## src/rtl/march_pkg.sv

```systemverilog
package march_pkg;

    typedef enum logic [1:0] {
        ALG_C   = 2'd0,
        ALG_CM  = 2'd1,
        ALG_B   = 2'd2,
        ALG_BAD = 2'd3
    } alg_e;

    typedef enum logic [1:0] {
        OP_W0 = 2'd0,
        OP_W1 = 2'd1,
        OP_R0 = 2'd2,
        OP_R1 = 2'd3
    } op_e;

    localparam int MAX_OPS = 6;

    typedef struct packed {
        logic                  down;
        logic [2:0]            nops;
        op_e [MAX_OPS-1:0]     ops;
    } elem_t;

    function automatic elem_t mk_elem(input logic dn, input logic [2:0] n,
                                      input op_e a, input op_e b, input op_e c,
                                      input op_e d, input op_e e, input op_e f);
        elem_t r;
        r.down = dn;
        r.nops = n;
        r.ops  = {f, e, d, c, b, a};
        return r;
    endfunction

    function automatic logic [2:0] elem_count(input alg_e a);
        unique case (a)
            ALG_C:   return 3'd7;
            ALG_CM:  return 3'd6;
            ALG_B:   return 3'd5;
            default: return 3'd0;
        endcase
    endfunction

    function automatic elem_t elem_at(input alg_e a, input logic [2:0] i);
        elem_t z;
        z = mk_elem(1'b0, 3'd1, OP_W0, OP_W0, OP_W0, OP_W0, OP_W0, OP_W0);
        unique case (a)
            ALG_C: case (i)
                3'd1: z = mk_elem(1'b0, 3'd2, OP_R0, OP_W1, OP_W0, OP_W0, OP_W0, OP_W0);
                3'd2: z = mk_elem(1'b0, 3'd2, OP_R1, OP_W0, OP_W0, OP_W0, OP_W0, OP_W0);
                3'd3: z = mk_elem(1'b0, 3'd1, OP_R0, OP_W0, OP_W0, OP_W0, OP_W0, OP_W0);
                3'd4: z = mk_elem(1'b1, 3'd2, OP_R0, OP_W1, OP_W0, OP_W0, OP_W0, OP_W0);
                3'd5: z = mk_elem(1'b1, 3'd2, OP_R1, OP_W0, OP_W0, OP_W0, OP_W0, OP_W0);
                3'd6: z = mk_elem(1'b0, 3'd1, OP_R0, OP_W0, OP_W0, OP_W0, OP_W0, OP_W0);
                default: ;
            endcase
            ALG_CM: case (i)
                3'd1: z = mk_elem(1'b0, 3'd2, OP_R0, OP_W1, OP_W0, OP_W0, OP_W0, OP_W0);
                3'd2: z = mk_elem(1'b0, 3'd2, OP_R1, OP_W0, OP_W0, OP_W0, OP_W0, OP_W0);
                3'd3: z = mk_elem(1'b1, 3'd2, OP_R0, OP_W1, OP_W0, OP_W0, OP_W0, OP_W0);
                3'd4: z = mk_elem(1'b1, 3'd2, OP_R1, OP_W0, OP_W0, OP_W0, OP_W0, OP_W0);
                3'd5: z = mk_elem(1'b0, 3'd1, OP_R0, OP_W0, OP_W0, OP_W0, OP_W0, OP_W0);
                default: ;
            endcase
            ALG_B: case (i)
                3'd1: z = mk_elem(1'b0, 3'd6, OP_R0, OP_W1, OP_R1, OP_W0, OP_R0, OP_W1);
                3'd2: z = mk_elem(1'b0, 3'd3, OP_R1, OP_W0, OP_W1, OP_W0, OP_W0, OP_W0);
                3'd3: z = mk_elem(1'b1, 3'd4, OP_R1, OP_W0, OP_W1, OP_W0, OP_W0, OP_W0);
                3'd4: z = mk_elem(1'b1, 3'd3, OP_R0, OP_W1, OP_W0, OP_W0, OP_W0, OP_W0);
                default: ;
            endcase
            default: ;
        endcase
        return z;
    endfunction

endpackage

```

## src/rtl/march_range_chk.sv

```systemverilog
module march_range_chk
    import march_pkg::*;
#(
    parameter int DATA_W = 16,
    parameter int WORDS  = 64,
    localparam int ADDR_W  = $clog2(WORDS),
    localparam int WB      = DATA_W / 8,
    localparam int BYTE_AW = ADDR_W + $clog2(WB),
    localparam int LEN_W   = BYTE_AW + 1
) (
    input  logic [BYTE_AW-1:0] base_i,
    input  logic [LEN_W-1:0]   len_i,
    input  alg_e               alg_i,
    output logic               ok_o,
    output logic [ADDR_W-1:0]  lo_o,
    output logic [ADDR_W-1:0]  hi_o
);
    localparam int CW = LEN_W + 1;
    localparam logic [CW-1:0] WBV = CW'(WB);
    localparam logic [CW-1:0] CAP = CW'(WORDS * WB);

    logic [CW-1:0] b, l, e, nw;

    always_comb begin
        b  = CW'(base_i);
        l  = CW'(len_i);
        e  = b + l;
        nw = l / WBV;
        ok_o = ((b % WBV) == '0) && ((l % WBV) == '0) && (l != '0) &&
               (e <= CAP) && (alg_i != ALG_BAD) &&
               !((alg_i == ALG_B) && nw[0]);
        lo_o = ADDR_W'(b / WBV);
        hi_o = ADDR_W'((e / WBV) - CW'(1));
    end

endmodule

```

## src/rtl/march_addr_walk.sv

```systemverilog
module march_addr_walk #(
    parameter int ADDR_W = 6
) (
    input  logic              clk,
    input  logic              rst_n,
    input  logic              load_i,
    input  logic [ADDR_W-1:0] lo_i,
    input  logic [ADDR_W-1:0] hi_i,
    input  logic              init_i,
    input  logic              init_dir_i,
    input  logic              step_i,
    input  logic              dir_i,
    output logic [ADDR_W-1:0] addr_o,
    output logic              last_o
);
    logic [ADDR_W-1:0] lo_q, hi_q, addr_q;

    always_ff @(posedge clk or negedge rst_n) begin
        if (!rst_n) begin
            lo_q   <= '0;
            hi_q   <= '0;
            addr_q <= '0;
        end else if (load_i) begin
            lo_q   <= lo_i;
            hi_q   <= hi_i;
            addr_q <= lo_i;
        end else if (init_i) begin
            addr_q <= init_dir_i ? hi_q : lo_q;
        end else if (step_i) begin
            addr_q <= dir_i ? addr_q - 1'b1 : addr_q + 1'b1;
        end
    end

    assign addr_o = addr_q;
    assign last_o = dir_i ? (addr_q == lo_q) : (addr_q == hi_q);

    // the sequencer never steps beyond the end of the window
    a_r8_no_step_past_end: assert property (@(posedge clk) disable iff (!rst_n)
        step_i |-> !last_o);

endmodule

```

## src/rtl/march_bist.sv

```systemverilog
module march_bist
    import march_pkg::*;
#(
    parameter int DATA_W = 16,
    parameter int WORDS  = 64,
    localparam int ADDR_W  = $clog2(WORDS),
    localparam int BYTE_AW = ADDR_W + $clog2(DATA_W / 8),
    localparam int LEN_W   = BYTE_AW + 1
) (
    input  logic               clk,
    input  logic               rst_n,
    input  logic               start,
    input  logic [1:0]         alg_sel,
    input  logic [BYTE_AW-1:0] rng_base,
    input  logic [LEN_W-1:0]   rng_len,
    output logic [ADDR_W-1:0]  mem_addr,
    output logic [DATA_W-1:0]  mem_wdata,
    output logic               mem_we,
    input  logic [DATA_W-1:0]  mem_rdata,
    output logic               busy,
    output logic               done,
    output logic               pass,
    output logic [ADDR_W-1:0]  fail_addr
);
    typedef enum logic [1:0] {ST_IDLE, ST_RUN, ST_CMP, ST_DONE} state_e;

    state_e state, state_d;
    alg_e              alg_q, alg_d;
    logic [2:0]        el_q, el_d, op_q, op_d;
    logic              pass_q, pass_d;
    logic [ADDR_W-1:0] fail_q, fail_d;

    logic              rng_ok;
    logic [ADDR_W-1:0] rng_lo, rng_hi;
    logic              w_load, w_init, w_step, w_last, adv;
    logic [ADDR_W-1:0] w_addr;
    elem_t             cur, nxt;
    op_e               op;
    logic              is_rd;
    logic [DATA_W-1:0] exp_w;

    march_range_chk #(.DATA_W(DATA_W), .WORDS(WORDS)) u_chk (
        .base_i (rng_base),
        .len_i  (rng_len),
        .alg_i  (alg_e'(alg_sel)),
        .ok_o   (rng_ok),
        .lo_o   (rng_lo),
        .hi_o   (rng_hi)
    );

    march_addr_walk #(.ADDR_W(ADDR_W)) u_walk (
        .clk        (clk),
        .rst_n      (rst_n),
        .load_i     (w_load),
        .lo_i       (rng_lo),
        .hi_i       (rng_hi),
        .init_i     (w_init),
        .init_dir_i (nxt.down),
        .step_i     (w_step),
        .dir_i      (cur.down),
        .addr_o     (w_addr),
        .last_o     (w_last)
    );

    // Current element and operation
    always_comb begin
        cur   = elem_at(alg_q, el_q);
        nxt   = elem_at(alg_q, el_q + 3'd1);
        op    = cur.ops[op_q];
        is_rd = (op == OP_R0) || (op == OP_R1);
        exp_w = (op == OP_R1) ? '1 : '0;
    end

    // State register
    always_ff @(posedge clk or negedge rst_n) begin
        if (!rst_n) begin
            state  <= ST_IDLE;
            alg_q  <= ALG_C;
            el_q   <= '0;
            op_q   <= '0;
            pass_q <= 1'b0;
            fail_q <= '0;
        end else begin
            state  <= state_d;
            alg_q  <= alg_d;
            el_q   <= el_d;
            op_q   <= op_d;
            pass_q <= pass_d;
            fail_q <= fail_d;
        end
    end

    // Next state
    always_comb begin
        state_d = state;
        alg_d   = alg_q;
        el_d    = el_q;
        op_d    = op_q;
        pass_d  = pass_q;
        fail_d  = fail_q;
        w_load  = 1'b0;
        w_init  = 1'b0;
        w_step  = 1'b0;
        adv     = 1'b0;
        unique case (state)
            ST_IDLE, ST_DONE: begin
                if (start) begin
                    pass_d = 1'b0;
                    fail_d = '0;
                    if (rng_ok) begin
                        state_d = ST_RUN;
                        alg_d   = alg_e'(alg_sel);
                        el_d    = '0;
                        op_d    = '0;
                        w_load  = 1'b1;
                    end else begin
                        state_d = ST_DONE;
                    end
                end
            end
            ST_RUN: begin
                if (is_rd) state_d = ST_CMP;
                else       adv     = 1'b1;
            end
            ST_CMP: begin
                if (mem_rdata != exp_w) begin
                    state_d = ST_DONE;
                    pass_d  = 1'b0;
                    fail_d  = w_addr;
                end else begin
                    adv = 1'b1;
                end
            end
        endcase
        if (adv) begin
            state_d = ST_RUN;
            if (op_q != cur.nops - 3'd1) begin
                op_d = op_q + 3'd1;
            end else if (!w_last) begin
                op_d   = '0;
                w_step = 1'b1;
            end else if (el_q != elem_count(alg_q) - 3'd1) begin
                el_d   = el_q + 3'd1;
                op_d   = '0;
                w_init = 1'b1;
            end else begin
                state_d = ST_DONE;
                pass_d  = 1'b1;
            end
        end
    end

    // Outputs
    always_comb begin
        mem_addr  = w_addr;
        mem_we    = (state == ST_RUN) && !is_rd;
        mem_wdata = (op == OP_W1) ? '1 : '0;
        busy      = (state == ST_RUN) || (state == ST_CMP);
        done      = (state == ST_DONE);
        pass      = pass_q;
        fail_addr = fail_q;
    end

    // a rejected start reports fail on the next edge
    a_r2_reject_fails: assert property (@(posedge clk) disable iff (!rst_n)
        (start && !busy && !rng_ok) |=> (done && !pass && !busy));

    // a mismatch stops the run and records the address that was read
    a_r7_mismatch_stops: assert property (@(posedge clk) disable iff (!rst_n)
        (state == ST_CMP && mem_rdata != exp_w) |=>
            (done && !pass && fail_addr == $past(mem_addr)));

    // compare happens one cycle after the read was issued, address held
    a_r7_read_latency: assert property (@(posedge clk) disable iff (!rst_n)
        (state == ST_CMP) |-> ($past(state) == ST_RUN && $stable(mem_addr)));

    // the algorithm cannot change while a test runs
    a_r9_alg_locked: assert property (@(posedge clk) disable iff (!rst_n)
        busy |=> $stable(alg_q));

    // a run never ends anywhere but the done state
    a_r4_end_in_done: assert property (@(posedge clk) disable iff (!rst_n)
        $fell(busy) |-> done);

    // the result holds until a new start
    a_r10_done_holds: assert property (@(posedge clk) disable iff (!rst_n)
        (done && !start) |=> (done && $stable(pass)));

endmodule

```

## config.mk

```make
export PLATFORM = sky130hd
export DESIGN_NAME = march_bist
export DESIGN_NICKNAME = d
export VERILOG_FILES = /design/src/rtl/march_pkg.sv /design/src/rtl/march_range_chk.sv /design/src/rtl/march_addr_walk.sv /design/src/rtl/march_bist.sv
export SDC_FILE = /design/constraint.sdc
export NUM_CORES = 1
export LEC_CHECK = 0
export BUFFER_PORTS_ARGS = -buffer_cell sky130_fd_sc_hd__buf_2
export CAP_MARGIN = 20
export CORE_ASPECT_RATIO = 2
export CORE_MARGIN = 1
export CORE_UTILIZATION = 45
export DETAILED_ROUTE_END_ITERATION = 8
export GPL_TIMING_DRIVEN = 0
export PLACE_DENSITY = 0.74
export SLEW_MARGIN = 25
export SYNTH_ARGS = -nofsm -noshare
export SYNTH_HDL_FRONTEND = slang
export SYNTH_SLANG_ARGS = --single-unit
```

## constraint.sdc

```tcl
create_clock -name clk -period 6.8 [get_ports clk]
set_input_delay 0 -clock clk [delete_from_list [all_inputs] [get_ports clk]]
set_output_delay 0 -clock clk [all_outputs]
set_load 0.01 [all_outputs]
```

==> impl_metrics.tcl, run 1 <==
set metrics [dict create \
    fin_util 0.5560 \
    die_w_um 66.67 \
    io_buffers 67 \
    die_h_um 131.3 \
    final.setup.tns_ns 0 \
    grt_pass1_wl_um 16570 \
    avgRoutedWirePerCell_um 16.99 \
    place_congestion 0.9531 \
    cts_inserted_buffers 5 \
    gr-total-overflow 0 \
    ctsResizeCount 0 \
    fmax_mhz 251.9 \
    synth_seq_area_share 0.2327 \
    core_area_um2 8000 \
    min_period_ns 3.970 \
    track_usage 0.2486 \
    initial_core_util 0.4704 \
    root_buffer "clkbuf_16" \
    outcome "complete, no violations" \
    wl_um 10380 \
    route.detailed.drc 0 \
    fillCellCount 760 \
    ir_drop_v 0.0002223 \
    vias 3619 \
    synth_area_leader_cell "dfrtp_1" \
    period_share 0.5838 \
    first_global_vias 3670 \
    maxCapViolCount 0 \
    cts_max_path_buffers 2 \
    synth.cell_area_um2 3764 \
    syn_inst 434 \
    num_antenna_cells 0 \
    finalClockSkew_ns 0.005795 \
    hold_class "in2reg" \
    ys_ff_latch 35 \
    worstSetupPathType "reg2reg" \
    first_pass_iters 5 \
    hpwl_um 8442 \
    layout_commonest_cell "buf_2" \
    cp-start-kind "flop" \
    synth_ff_type "dfrtp_1" \
    antenna_found_initial 0 \
    htree_levels 2 \
    viasPerCell 5.923 \
    final_antenna_net_count 0 \
    synth.area.top_cells "dfrtp_1, ha_1, nand2_1, mux2i_1, buf_4" \
    clock_sinks 35 \
    place_inst 597 \
    worstMarginPinSlew_ns 0.8729 \
    end_kind "flop" \
    finalNonFillerCells 611 \
    worstPathArrival_ns 4.18 \
    dr.first_iter.drc_count 184 \
    final_cell_mix "buf_2, nand2_1, ha_1, dfrtp_1, inv_1" \
    synthArstFlopShare 1.000 \
    grt_start_max_net_pins 36 \
    yosys_warnings 0 \
    critPathMaxFanout 10 \
    required_ns 7.01 \
    nNetsFinal 587 \
    setup_viol 0 \
    clkLatencyLatePin_ns 0.29 \
    p_leak_nw 2.147 \
    stdcell_area_um2 4448 \
    io_pins 68 \
    cts_tree "built" \
    area.growth.synth_to_final_pct 18.18 \
    die-area_um2 8755 \
    power_density_nw_per_um2 409.0 \
    placed_cell_area_um2 4219 \
    ys_types 87 \
    hold_viol 0 \
    syn_nets 507 \
    slew_headroom 0.4180 \
    row_count 46 \
    post-cts-setup-buffers 0 \
    rsz0062_at_grt "false" \
    yosysTopAreaCellShare 0.2327 \
    synth-edff-count 0 \
    drive_gt1_frac 0.2835 \
    syn_avg_cell_area_um2 8.672 \
    p_total_mw 1.819 \
    slew_violations 0 \
    clkTransAtPathRegs_ns 0.06 \
]
[stage by stage]
stage / setup slack [ns] / hold WS (ns)
2_1_floorplan: 3.424 / -0.2956
3_3_place_gp: 2.909 / 0.1182
3_5_place_dp: 2.895 / 0.1302
4_1_cts: 2.875 / 0.0001713
5_1_grt: 2.578 / 0.03471
6_report: 2.830 / 0.008585
[kinds of logic after synthesis]
family / Yosys count / synth area share
simple gates: 151 / 0.2261
compound gates: 114 / 0.2374
buf+inv: 62 / 0.08610
fa+ha+maj: 37 / 0.1270
flops: 35 / 0.2327
mux: 19 / 0.05352
xor+xnor: 16 / 0.03723
[worst max-delay path, stage by stage, from the launching register on]
cell,delay [ns]
dfrtp_1,0.49
buf_6,0.20
inv_1,0.16
ha_1,0.39
nor2_1,0.09
o311ai_1,0.41
and3_2,0.27
ha_1,0.15
xnor2_1,0.13
xnor2_1,0.16
o211ai_2,0.18
and3b_1,0.24
and4_1,0.23
nand4_1,0.25
o32a_1,0.45
o211ai_2,0.09
[sequential cells by signal, summed over array words and instances (netlist names)]
| register | count |
|---|---|
| fail_addr | 6 |
| u_walk.lo_q | 6 |
| u_walk.hi_q | 6 |
| op_q | 3 |
| alg_q | 2 |
| el_q | 3 |
| state | 2 |
| u_walk.addr_o | 6 |
| pass | 1 |
[cell type report]
class	count	area, um2	share of cell area
clock inverter	3	43.79	0.009845
buffer	30	203.9	0.04585
clock buffer	5	125.1	0.02813
inverter	32	120.1	0.02700
sequential	35	875.8	0.1969
timing repair buffer	73	395.4	0.08889
multi-input combinational	337	2564	0.5764
tap	96	120.1	0.02700
[path summary, 6_finish.rpt]
| path | end | cells past startpoint | slack (ns) | startpoint |
|---|---|---|---|---|
| min in group asynchronous | el_q[1] | 2 | 0.35 | rst_n |
| setup reg to reg | u_walk.addr_o[0] | 15 | 2.83 | el_q[2] |
| hold / removal | u_walk.addr_o[3] | 3 | 0.009 | rng_base[4] |
| max in group asynchronous | u_walk.lo_q[4] | 2 | 5.94 | rst_n |
| hold reg to reg | fail_addr[2] | 2 | 0.47 | fail_addr[2] |
| setup / recovery | u_walk.addr_o[0] | 15 | 2.83 | el_q[2] |
[timing repair]
action	in CTS	in global routing
hold buffers	6	0
endpoints found under the hold margin	41	0
setup endpoints to repair	0	0
[cell usage after synthesis, types with 7 or more instances]
cell and count:
dfrtp_1 35, ha_1 35, nand2_1 35, inv_1 32, nor2_1 30, a21oi_1 21
o21ai_0 18, buf_4 16, mux2i_1 13, nand4_1 13, xnor2_1 12, nand3_1 8
nor4_1 8, and2_1 7, buf_2 7, nor2b_1 7, o31ai_1 7
[layer usage]
| layer | up-vias | global-route usage | part of all wire |
|---|---|---|---|
| met4 | 0 | 0.1903 | 0.074 |
| met1 | 1704 | 0.2211 | 0.33 |
| met3 | 48 | 0.02951 | 0.040 |
| li1 | 1732 | - | - |
| met5 | - | 0 | 0 |
| met2 | 135 | 0.4675 | 0.55 |
[power breakdown]
group          switching, mW  internal (mW)  leakage, nW
Combinational          0.648          0.533         1.62
Clock                 0.0891          0.173       0.0838
Sequential            0.0937          0.283        0.438
Total                  0.831          0.988         2.15
(Power assumes the default switching activity.)
==> run 2, diff against run 1 <==
Clock period 6.8 ns to 3.9 ns, I/O delays scaled along.
==> impl_metrics.tcl, run 2 (synthesis gave the netlist of run 1 again) <==
set metrics [dict create \
    row_count 46 \
    layout_commonest_cell "buf_2" \
    fmax_mhz 274.7 \
    core_area_um2 8000 \
    critPathMaxFanout 7 \
    die_h_um 131.3 \
    p_leak_nw 2.153 \
    outcome "complete, no violations" \
    hold_viol 0 \
    ir_drop_v 0.0003872 \
    cts_max_path_buffers 2 \
    route.detailed.drc 0 \
    gr-total-overflow 0 \
    first_global_vias 3670 \
    nNetsFinal 589 \
    initial_core_util 0.4704 \
    first_pass_iters 4 \
    clkTransAtPathRegs_ns 0.06 \
    area.growth.synth_to_final_pct 18.92 \
    routed-wl-met2_um 5837 \
    worstMarginPinSlew_ns 0.8735 \
    final.setup.tns_ns 0 \
    final_antenna_net_count 0 \
    vias 3637 \
    slew_violations 0 \
    hpwl_um 8442 \
    end_kind "flop" \
    wl_um 10440 \
    drive_gt1_frac 0.2940 \
    cts_inserted_buffers 5 \
    htree_levels 2 \
    dr.first_iter.drc_count 221 \
    cts_tree "built" \
    fin_util 0.5594 \
    power_density_nw_per_um2 712.6 \
    grt_pass1_wl_um 16570 \
    root_buffer "clkbuf_16" \
    min_period_ns 3.641 \
    clock_sinks 35 \
    finalNonFillerCells 613 \
    cp-start-kind "flop" \
    hold_class "in2reg" \
    antenna_found_initial 0 \
    place_inst 597 \
    slew_headroom 0.4177 \
    die_w_um 66.67 \
    wl_met3_um 371 \
    io_pins 68 \
    final_cell_mix "buf_2, nand2_1, ha_1, dfrtp_1, inv_1" \
    track_usage 0.2486 \
    required_ns 4.07 \
    io_buffers 67 \
    avgRoutedWirePerCell_um 17.02 \
    dr.max_layer_used "met4" \
    grt_start_max_net_pins 36 \
    worstPathArrival_ns 3.81 \
    die-area_um2 8755 \
    wirelength_met1_um 3529 \
    viasPerCell 5.933 \
    place_congestion 0.9531 \
    num_antenna_cells 0 \
    finalClockSkew_ns 0.005627 \
    maxCapViolCount 0 \
    p_total_mw 3.189 \
    worstSetupPathType "reg2reg" \
    clkLatencyLatePin_ns 0.29 \
    setup_viol 0 \
    rsz0062_at_grt "false" \
    period_share 0.9335 \
]
==> run 2: cell types whose count changed in the layout (fill, tap and decap cells not counted), sizes merged <==
cell  delta
buf      +2
==> run 2: stage by stage <==
step / hold slack, ns / area (um2) / worst slack (ns)
finish: 0.01069 / 4476 / 0.2593
global route: 0.03471 / 4476 / 0.003721
CTS: 0.0001713 / 4452 / 0.02495
detailed placement: 0.1302 / 4219 / -0.004519
global placement: 0.1182 / 4219 / 0.009239
floorplan: -0.2956 / 3764 / 0.5240
==> run 2: worst paths after layout <==
kind	end	slack, ns	from	cells past startpoint
min	u_walk.addr_o[3]	0.01	rng_base[4]	3
min in group asynchronous	el_q[2]	0.35	rst_n	2
min reg2reg	fail_addr[2]	0.47	fail_addr[2]	2
max reg2reg	el_q[1]	0.26	el_q[0]	14
max in group asynchronous	el_q[0]	3.00	rst_n	2
max	el_q[1]	0.26	el_q[0]	14
==> run 2: timing repair <==
action / CTS / global route
hold buffers: 6 / 0
endpoints found under the hold margin: 41 / 0
pin swaps: 0 / 1
resized for setup: 2 / 2
buffers inserted: 0 / 2
endpoints found under the setup margin: 1 / 7
==> run 2: layout make-up <==
cell class	instances	area [um2]
tap	96	120.1
fill	755	3525
clock buffer	5	125.1
inverter	32	120.1
multi-input combinational	337	2574
clock inverter	3	43.79
sequential	35	878.3
timing repair buffer	75	410.4
buffer	30	203.9
==> run 2: worst max-delay path: stages, from the launching register on <==
cell,delay (ns)
dfrtp_2,0.44
inv_1,0.11
ha_1,0.29
and2_4,0.19
or4b_4,0.52
and3_2,0.19
ha_1,0.20
xnor2_1,0.13
xnor2_1,0.20
o211ai_2,0.18
and3b_1,0.24
and4_1,0.23
nand4_1,0.12
buf_4,0.19
mux2_2,0.26
==> run 2: where the power goes <==
group	total, mW	internal [mW]	switching (mW)
combinational	2.09	0.938	1.15
clock	0.456	0.301	0.155
sequential	0.648	0.494	0.154
==> run 2: metal layers <==
metal | vias to the layer above | track usage
met5 | - | 0
met4 | 0 | 0.1903
met3 | 46 | 0.02951
met2 | 128 | 0.4675
met1 | 1732 | 0.2211
li1 | 1731 | -
